$ cat src/rtl/xfer_pkg.sv
`timescale 1ns/1ps
package xfer_pkg;
  localparam int PHASE_W = 3;
  typedef logic [PHASE_W-1:0] phase_t;

  localparam phase_t PH_HI_SETUP = 3'd0;
  localparam phase_t PH_HI_LOAD  = 3'd1;
  localparam phase_t PH_HI_DONE  = 3'd2;
  localparam phase_t PH_LO_SETUP = 3'd3;
  localparam phase_t PH_LO_LOAD  = 3'd4;
  localparam phase_t PH_LO_DONE  = 3'd5;
  localparam phase_t PH_RELEASE  = 3'd6;
  localparam phase_t PH_IDLE     = 3'd7;

  // strobes from control to datapath
  typedef struct packed {
    logic capture;
    logic loadActive;
  } strobe_t;

  // registered control levels
  typedef struct packed {
    logic byteSel;
    logic inhibitN;
    logic cntRstN;
    logic hiEnN;
    logic loEnN;
    logic capture;
  } ctl_t;
endpackage

$ cat src/rtl/xfer_ctrl.sv
`timescale 1ns/1ps
module xfer_ctrl
  import xfer_pkg::*;
#(
  parameter bit CLR_EN = 1'b0
) (
  input  logic    clk,
  input  logic    rstN,
  output logic    byteSel,
  output logic    inhibitN,
  output logic    cntRstN,
  output logic    hiEnN,
  output logic    loEnN,
  output strobe_t strb
);

  phase_t phase;
  phase_t nextPhase;
  ctl_t   ctlQ;

  function automatic ctl_t decode(input phase_t p);
    ctl_t d;
    d.byteSel  = (p == PH_LO_SETUP) || (p == PH_LO_LOAD) || (p == PH_LO_DONE);
    d.inhibitN = (p == PH_RELEASE) || (p == PH_IDLE);
    d.cntRstN  = !(CLR_EN && (p == PH_IDLE));
    d.hiEnN    = (p != PH_HI_LOAD);
    d.loEnN    = (p != PH_LO_LOAD);
    d.capture  = (p == PH_HI_SETUP) || (p == PH_LO_SETUP);
    return d;
  endfunction

  assign nextPhase = phase + 1'b1;

  always_ff @(posedge clk or negedge rstN) begin
    if (!rstN) begin
      phase <= PH_HI_SETUP;
      ctlQ  <= decode(PH_HI_SETUP);
    end else begin
      phase <= nextPhase;
      ctlQ  <= decode(nextPhase);
    end
  end

  assign byteSel         = ctlQ.byteSel;
  assign inhibitN        = ctlQ.inhibitN;
  assign cntRstN         = ctlQ.cntRstN;
  assign hiEnN           = ctlQ.hiEnN;
  assign loEnN           = ctlQ.loEnN;
  assign strb.capture    = ctlQ.capture;
  assign strb.loadActive = !ctlQ.hiEnN || !ctlQ.loEnN;

  AST_EN_EXCL: assert property (@(posedge clk) disable iff (!rstN)
    !(!hiEnN && !loEnN));
  AST_HI_PULSE: assert property (@(posedge clk) disable iff (!rstN)
    !hiEnN |=> hiEnN);
  AST_LO_PULSE: assert property (@(posedge clk) disable iff (!rstN)
    !loEnN |=> loEnN);
  AST_SEL_QUIET: assert property (@(posedge clk) disable iff (!rstN)
    !$stable(byteSel) |-> (hiEnN && loEnN && $past(hiEnN) && $past(loEnN)));
  AST_HI_SEL: assert property (@(posedge clk) disable iff (!rstN)
    !hiEnN |-> (!byteSel && !inhibitN));
  AST_LO_SEL: assert property (@(posedge clk) disable iff (!rstN)
    !loEnN |-> (byteSel && !inhibitN));
  AST_RST_IDLE: assert property (@(posedge clk) disable iff (!rstN)
    !cntRstN |-> inhibitN);
endmodule

$ cat src/rtl/xfer_path.sv
`timescale 1ns/1ps
module xfer_path
  import xfer_pkg::*;
#(
  parameter int DATA_W = 8
) (
  input  logic              clk,
  input  logic              rstN,
  input  strobe_t           strb,
  input  logic [DATA_W-1:0] cntData,
  output logic [DATA_W-1:0] dacData
);

  always_ff @(posedge clk or negedge rstN) begin
    if (!rstN)
      dacData <= '0;
    else if (strb.capture)
      dacData <= cntData;
  end

  AST_DATA_HOLD: assert property (@(posedge clk) disable iff (!rstN)
    strb.loadActive |=> $stable(dacData));
  AST_NO_CAPTURE_IN_LOAD: assert property (@(posedge clk) disable iff (!rstN)
    strb.loadActive |-> !strb.capture);
endmodule

$ cat src/rtl/byte_xfer_seq.sv
`timescale 1ns/1ps
module byte_xfer_seq
  import xfer_pkg::*;
#(
  parameter int DATA_W = 8,
  parameter bit CLR_EN = 1'b0
) (
  input  logic              clk,
  input  logic              rstN,
  input  logic [DATA_W-1:0] cntData,
  output logic              byteSel,
  output logic              inhibitN,
  output logic              cntRstN,
  output logic              dacHiEnN,
  output logic              dacLoEnN,
  output logic [DATA_W-1:0] dacData
);

  strobe_t strb;

  xfer_ctrl #(.CLR_EN(CLR_EN)) ctrlInst (
    .clk(clk), .rstN(rstN), .byteSel(byteSel), .inhibitN(inhibitN),
    .cntRstN(cntRstN), .hiEnN(dacHiEnN), .loEnN(dacLoEnN), .strb(strb)
  );

  xfer_path #(.DATA_W(DATA_W)) pathInst (
    .clk(clk), .rstN(rstN), .strb(strb), .cntData(cntData), .dacData(dacData)
  );
endmodule

$ cat config.mk
export PLATFORM = sky130hd
export DESIGN_NAME = byte_xfer_seq
export DESIGN_NICKNAME = d
export VERILOG_FILES = /design/src/rtl/xfer_pkg.sv /design/src/rtl/xfer_ctrl.sv /design/src/rtl/xfer_path.sv /design/src/rtl/byte_xfer_seq.sv
export SDC_FILE = /design/constraint.sdc
export NUM_CORES = 1
export LEC_CHECK = 0
export CAP_MARGIN = 20
export CORE_MARGIN = 1
export CORE_UTILIZATION = 43
export CTS_CLUSTER_DIAMETER = 150
export DETAILED_ROUTE_END_ITERATION = 8
export GPL_TIMING_DRIVEN = 0
export PLACE_DENSITY = 0.82
export SKIP_LAST_GASP = 1
export SYNTH_ARGS = -nofsm -noshare
export SYNTH_HDL_FRONTEND = slang
export SYNTH_SLANG_ARGS = --single-unit
$ cat constraint.sdc
create_clock -name clk -period 1.3 [get_ports clk]
set_clock_uncertainty 0.05 [all_clocks]
set_input_delay 0.13 -clock clk [delete_from_list [all_inputs] [get_ports clk]]
set_output_delay 0.13 -clock clk [all_outputs]
set_load 0.005 [all_outputs]
* After elaboration in Yosys (flattened, before gate mapping)
Cells that the tools add are included.
Storage, ports and cells: flip-flop bits (word level) 16, input bits 10, output and inout bits 13
Operators by class: add/subtract/negate cells 1, equality and inequality tests 7, reductions and logical operators 5
Operators with widths (count):
- equality test 3 bit, second input constant | 4
- logical OR 1 bit | 4
- adder 3 x 1 -> 3 bit, second input constant | 1
- equality test 3 x 2 -> 1 bit, second input constant | 1
- logical NOT 3 bit | 1
- inequality test 3 x 1 -> 1 bit, second input constant | 1
- inequality test 3 bit, second input constant | 1

* Logic depth before layout (Yosys ltp)
Gate-level depths: netlist (run 1).
depth after elaboration 4, mapped depth 4, gate-level depth less buffers 4

* By module
Synthesis (run 1) repeated with hierarchy kept, for this count alone.
Second synthesis, totals: cells, all modules 45, area, all modules 683.2 µm²
By module, submodules not included:
- xfer_ctrl | instances 1, cells each 28, area an instance 351.6 µm², seq. area each 203.9 µm²
- xfer_path | instances 1, cells each 17, area an instance 331.6 µm², seq. area each 200.2 µm²

* Least setup slack after synthesis (run 1)
OpenSTA, ideal clock, no wires.
path type register to register, from register ctrlInst.phase[0], to register ctrlInst.ctlQ, in the netlist ctrlInst.strb[1], arrival 0.995 ns, setup slack 0.191 ns, stages on the path, launching flop included 5, buffers on the path 0, period minus slack after synthesis 1.109 ns, cell sequence dfrtp_1 -> ha_1 -> xnor2_2 -> inv_2 -> nor2_2
On the way: word-level cells in the longest chain between the ends 3, elaborated cells on any way between the ends 4
Ends and longest elaborated chain:
- start: declaration | RTL line xfer_ctrl.sv:17 | phase_t phase;
- start signal: assignment | RTL line xfer_ctrl.sv:39 | phase <= nextPhase;
- adder 3 x 1 -> 3 bit * | RTL line xfer_ctrl.sv:32 | assign nextPhase = phase + 1'b1;
- via ctrlInst.nextPhase[2] | RTL line xfer_ctrl.sv:18 | phase_t nextPhase;
- equality test 3 x 2 -> 1 bit or logical NOT 3 bit (tied branches) | RTL line xfer_ctrl.sv:28 | d.capture = (p == PH_HI_SETUP) || (p == PH_LO_SETUP);
- logical OR 1 bit * | RTL line xfer_ctrl.sv:28
- end signal: assignment | RTL line xfer_ctrl.sv:37 | ctlQ <= decode(PH_HI_SETUP);
- end signal: assignment | RTL line xfer_ctrl.sv:40 | ctlQ <= decode(nextPhase);
- end: declaration | RTL line xfer_ctrl.sv:19 | ctl_t ctlQ;
The timed path passes the listed nets; every way through them passes the cells marked *. A chain may end at the register's enable or synchronous reset.

* Worst setup path after layout (run 1)
from register ctrlInst.ctlQ, in the netlist ctrlInst.hiEnN, to output dacHiEnN
RTL lines:
- end: declaration | RTL line byte_xfer_seq.sv:14 | output logic dacHiEnN,
No word-level cell between the ends.

==> metrics, run 1 <==
post-route cell area=about 950 sq um; Clock Path Buffers=2; CP endpoint kind=output port; Max FO, Critical Path=1; Die Span Y=about 42 um; Root Driver=clkbuf_4; post-synthesis sequential element count=16; Net Sw Power=about 0.19 mW; worst vdd ir=between 0.6 and 0.7 mV; Setup CP Type=flip-flop to output port; CP cell instances=dlygate4sd2_1; commonest cells after routing, fill and taps aside=dfrtp_1, dlygate4sd2_1, clkdlybuf4s50_1; Initial Utilization=0.490; routability cong.=0.629; IO Pins=23; Flop pwr share=0.590; multi-input logic area=approximately 240 sq um; first-pass GRT wire length=about 2.1 mm; worst-skew pair later-pin latency=approximately 0.28 ns; commonest non-fill, non-tap cell in the layout=dfrtp_1; Register Area=404 sq um; n_diodes=0; CP top delay family=flip-flops; cts bufs inserted=3; die area=between 0.0015 and 0.002 sq mm; Clk pwr share=0.309; drt first pass iters=2; final hold vios=0; all-layer global routing usage=0.167; unrepaired setup endpoints after global routing=true; antenna-violating nets left=0; fin. max-slew vios=0; row count=13; DR vias=approximately 420; Buf/Inv on CP=1; Buffers on Ports=21; slew margin rel.=0.517; setup tns final=0 ns; f_max=between 800 and 900 MHz; leak pwr=roughly 0.50 nW; final setup violation count=0; Sink Count=16; layout cell share with drive strength beyond 1=0.311; slowest CP cell=dfstp_2; layout overhead on the synthesized area=41.0%; Core Region=roughly 0.0014 sq mm; initial antenna violation count=0; Tightest Pin Transition=just over 0.7 ns; Max Cap Violations=0; final WL=1.22 mm; post-synthesis cell area=~680 sq um; WL/cell=between 10 and 15 um; Mapped Avg Cell Area=15.0 sq um; crit path DAT=between 1 and 1.5 ns; Power Density=just over 900 mW/mm^2; Tmin final=roughly 1.2 ns; sw frac=0.212; DPL Wire Length=between 800 and 900 um; Post-Synthesis Cells=45; max incr delay on CP=between 0.5 and 0.6 ns; dpl cell area=~910 sq um; Worst setup SP type=flip-flop; drc violations=0; status=finished, final reports clean; via/cell ratio=4.66; First DRT Iteration DRCs=2; Tot Pwr=between 0.8 and 0.9 mW; pin count of the biggest net entering global routing=17; power share of the combinational group=0.101; die width=between 40 and 50 um; Reg clk slew, reported paths=0.09 ns; H-tree Lvls=1; Inst Count DP=81; fin crit share=0.936; # fillers=around 110; Finished Layout Cells=a little under 90; sequential area share after synthesis=0.597; post-synthesis cell type count=15; CTS tree=built; vias in the first global route=between 400 and 500; Critical Path RT=1.12 ns; Post-Route Utilization=0.690; Pint=slightly below 0.7 mW; Synthesized Nets=60; GRT overflow=0; # nets final=90; # hold bufs at CTS=0; synth warn=0; worst hold path class=input port to asynchronous set/reset pin
logic make-up (layout without fill, tap and decap cells):
kind of cell / after synthesis / after routing / synth area share
buffers and inverters: 5 / 34 / 0.0444
flip-flops: 16 / 16 / 0.597
adder cells (fa/ha/maj): 5 / 5 / 0.0924
multiplexers: 8 / 8 / 0.177
AO/OA/AOI/OAI: 2 / 2 / 0.0166
other: 1 / 1 / 0.00554
XOR/XNOR: 1 / 1 / 0.0240
AND/OR/NAND/NOR: 7 / 7 / 0.0425
cell type report:
cell class | count | area share
Buffer | 2 | 0.0197
Clock buffer | 4 | 0.0275
Inverter | 3 | 0.0118
Multi-Input combinational cell | 24 | 0.254
Sequential cell | 16 | 0.423
Tap cell | 15 | 0.0197
Timing Repair Buffer | 25 | 0.244
layer usage:
layer	GRT usage	vias up	share of wire
met4	0.0774	0	0.014
met3	0.0435	2	0.065
li1	-	199	-
met5	0	-	0
met2	0.272	19	0.48
met1	0.206	195	0.43
power groups by stage:
stage | combinational (mW) | clock, mW | sequential, mW
final | 0.0882 | 0.271 | 0.517
after global routing | 0.0954 | 0.295 | 0.518
after CTS | 0.0889 | 0.282 | 0.516
after detailed placement | 0.0873 | 0 | 0.527
after global placement | 0.0847 | 0 | 0.525
after floorplan | 0.0209 | 0 | 0.528
flip-flops by register name, indices dropped and copies added (netlist names):
register and flops:
ctrlInst.inhibitN 1, ctrlInst.loEnN 1, ctrlInst.phase 3, pathInst.dacData 8
ctrlInst.byteSel 1, ctrlInst.strb 1, ctrlInst.hiEnN 1
metrics by stage:
stage,hold slack [ns],setup slack (ns)
final,0.220,0.0827
after global routing,0.274,-0.00594
after CTS,0.222,0.00120
after detailed placement,0.447,0.104
after global placement,0.440,0.136
after floorplan,-0.216,0.191
synth_stat cells:
library cell / n / area, sq um
dfrtp_1: 13 / 325
mux2_4: 8 / 120
ha_1: 5 / 62.6
dfstp_2: 3 / 78.8
nand2_1: 3 / 11.3
nor2_1: 3 / 11.3
inv_1: 2 / 7.51
a21oi_1: 1 / 5.00
buf_4: 1 / 7.51
buf_6: 1 / 11.3
conb_1: 1 / 3.75
inv_2: 1 / 3.75
nor2_2: 1 / 6.26
o22ai_1: 1 / 6.26
xnor2_2: 1 / 16.3
timing repair:
item,4_1_cts,5_1_grt
gates resized for setup,10,2
pin swaps,0,1
setup buffers,4,0
setup endpoints to repair,10,3
worst paths after layout:
check	end	depth (start not counted)	from	slack (ns)
setup / recovery	dacHiEnN	1	ctrlInst.hiEnN	0.08
hold / removal	pathInst.dacData[1]	1	rstN	0.22
setup reg to reg	ctrlInst.strb[1]	4	ctrlInst.phase[0]	0.11
hold reg to reg	pathInst.dacData[0]	1	pathInst.dacData[0]	0.46
max in group asynchronous	pathInst.dacData[6]	1	rstN	0.52
min in group clk	pathInst.dacData[4]	2	cntData[4]	0.41
(Power assumes the default switching activity.)
==> run 2, diff against run 1 <==
- CORE_UTILIZATION: 43 -> 45
- CTS_BUF_LIST: not set -> sky130_fd_sc_hd__clkbuf_4 sky130_fd_sc_hd__clkbuf_8
- PLACE_DENSITY: 0.82 -> 0.85
- SKIP_CTS_REPAIR_TIMING: not set -> 1
==> run 2 against run 1 <==
Net effect:
- setup slack gained 0.028 ns
- sequential power is essentially flat
- cell count is the same
- critical endpoint is now ctrlInst.strb[1]
==> metrics, run 2 (synthesis gave the netlist of run 1 again) <==
vias in the first global route=362 (-18%); Power Density=925 mW/mm^2 (+0.85%); # fillers=85 (-23%); WL/cell=13.2 um (-3.9%); Die Span Y=40.8 um (-2.1%); drc violations=0 (unchanged); DR vias=420 (+1.2%); initial antenna violation count=0 (unchanged); Buffers on Ports=21 (unchanged); CTS tree=built; worst vdd ir=0.451 mV (-31%); gr busiest metal=met2; Flop pwr share=0.557 (-0.033); Register Area=404 sq um (unchanged); final setup violation count=0 (unchanged); Initial Utilization=0.501 (+0.0118); unrepaired setup endpoints after global routing=false; H-tree Lvls=1 (unchanged); setup slack after layout=0.111 ns (+0.0279 ns); via/cell ratio=4.72 (+1.2%); Max FO, Critical Path=4 (+3); Sink Count=16 (unchanged); layout overhead on the synthesized area=48.1%; layout cell share with drive strength beyond 1=0.324 (+0.0135); Pint=0.746 mW (+8.1%); first-pass GRT wire length=1.46 mm (-31%); commonest non-fill, non-tap cell in the layout=dfrtp_1; routability cong.=0.648 (+3.1%); met3 usage=0.0489 (+0.00543); fin. max-slew vios=0 (unchanged); max reg flops=8 (unchanged); Post-Place Worst Slack=0.103 ns (-0.00148 ns); die area=0.00166 sq mm (-4.2%); Core Region=0.00135 sq mm (-2.4%); Reg clk slew, reported paths=0.09 ns (about the same); power share of the combinational group=0.099 (-0.002); sw frac=0.195 (-0.0170); GRT overflow=0 (unchanged); worst hold path class=input port to asynchronous set/reset pin; Clock Path Buffers=2 (unchanged); CP endpoint kind=flip-flop; pin count of the biggest net entering global routing=17 (unchanged); met2 Resource Use GR=0.238 (-0.0336); Setup CP Type=flip-flop to flip-flop; f_max=841 MHz (+2.3%); DPL Wire Length=808 um (-7.2%); worst-skew pair later-pin latency=0.28 ns (about the same); Tightest Pin Transition=0.686 ns (-0.0358 ns); final WL=1.18 mm (-3.9%); status=finished, final reports clean; commonest cells after routing, fill and taps aside=dfrtp_1, dlymetal6s2s_1, clkdlybuf4s50_1; cts bufs inserted=3 (unchanged); crit path DAT=1.36 ns (+0.32 ns); drt first pass iters=3 (+1); Max Cap Violations=0 (unchanged); multi-input logic area=243 sq um (unchanged); slew margin rel.=0.541 (+0.0240); Top Registers=pathInst.dacData (8), ctrlInst.phase (3); dpl cell area=906 sq um (unchanged); First DRT Iteration DRCs=2 (unchanged); Biggest register=pathInst.dacData; Net Sw Power=0.181 mW (-2.6%); die width=40.8 um (-2.1%); leak pwr=0.581 nW (+17%); Tmin final=1.19 ns (-0.0279 ns); n_diodes=0 (unchanged); antenna-violating nets left=0 (unchanged); fin crit share=0.915 (-0.0215); final hold vios=0 (unchanged); all-layer global routing usage=0.143 (-0.0241); met1 usage=0.147 (-0.0583); # nets final=90 (unchanged); IO Pins=23 (unchanged); row count=13 (unchanged); Clk pwr share=0.343 (+0.034); Root Driver=clkbuf_4; post-route cell area=0.00100 sq mm (+5.0%); Worst setup SP type=flip-flop; Critical Path RT=1.47 ns (+0.35 ns)
run 2: cell count changes in the layout (fill, tap and decap cells not counted):
cell,before,now
clkbuf_1,1,0
dlymetal6s2s_1,2,12
clkbuf_8,0,1
dlygate4sd2_1,10,0
run 2: cell type report:
class,count,area share
clock buffer,4,0.0362
multi-input combinational,24,0.242
buffer,2,0.0187
tap,15,0.0187
inverter,3,0.0112
timing repair buffer,25,0.270
sequential,16,0.403
run 2: layer usage:
metal / routed length (um) / vias to the layer above
met1: 504 / 200
met5: 0 / -
met4: 8 / 0
li1: - / 201
met2: 551 / 17
met3: 110 / 2
run 2: worst paths after layout:
check	from	to	slack, ns	cells past startpoint
setup reg to reg	ctrlInst.phase[0]	ctrlInst.strb[1]	0.11	4
min in group clk	cntData[1]	pathInst.dacData[1]	0.42	2
hold / removal	rstN	pathInst.dacData[4]	0.21	1
max in group asynchronous	rstN	pathInst.dacData[1]	0.56	1
setup / recovery	ctrlInst.phase[0]	ctrlInst.strb[1]	0.11	4
hold reg to reg	pathInst.dacData[5]	pathInst.dacData[5]	0.46	1
run 2: critical path: stages, from the launching register on:
cell and delay, ns:
dfrtp_1 0.42, ha_1 0.27, xnor2_2 0.20, inv_2 0.08, nor2_2 0.10
run 2: power groups by stage:
stage | registers, mW | clock network, mW | logic, mW
finish | 0.517 | 0.318 | 0.0920
detailed placement | 0.527 | 0 | 0.0862
global route | 0.518 | 0.355 | 0.0998
CTS | 0.517 | 0.333 | 0.0872
floorplan | 0.528 | 0 | 0.0209
global placement | 0.525 | 0 | 0.0848
run 2: stage by stage:
stage	hold WS, ns	TNS, ns	util	power (mW)	cells
2_1_floorplan	-0.216	0	-	0.548	45
3_3_place_gp	0.440	0	0.671	0.610	81
3_5_place_dp	0.446	0	0.671	0.613	81
4_1_cts	0.222	-0.633	0.698	0.937	85
5_1_grt	0.255	0	0.742	0.973	89
6_report	0.208	0	0.742	0.927	89
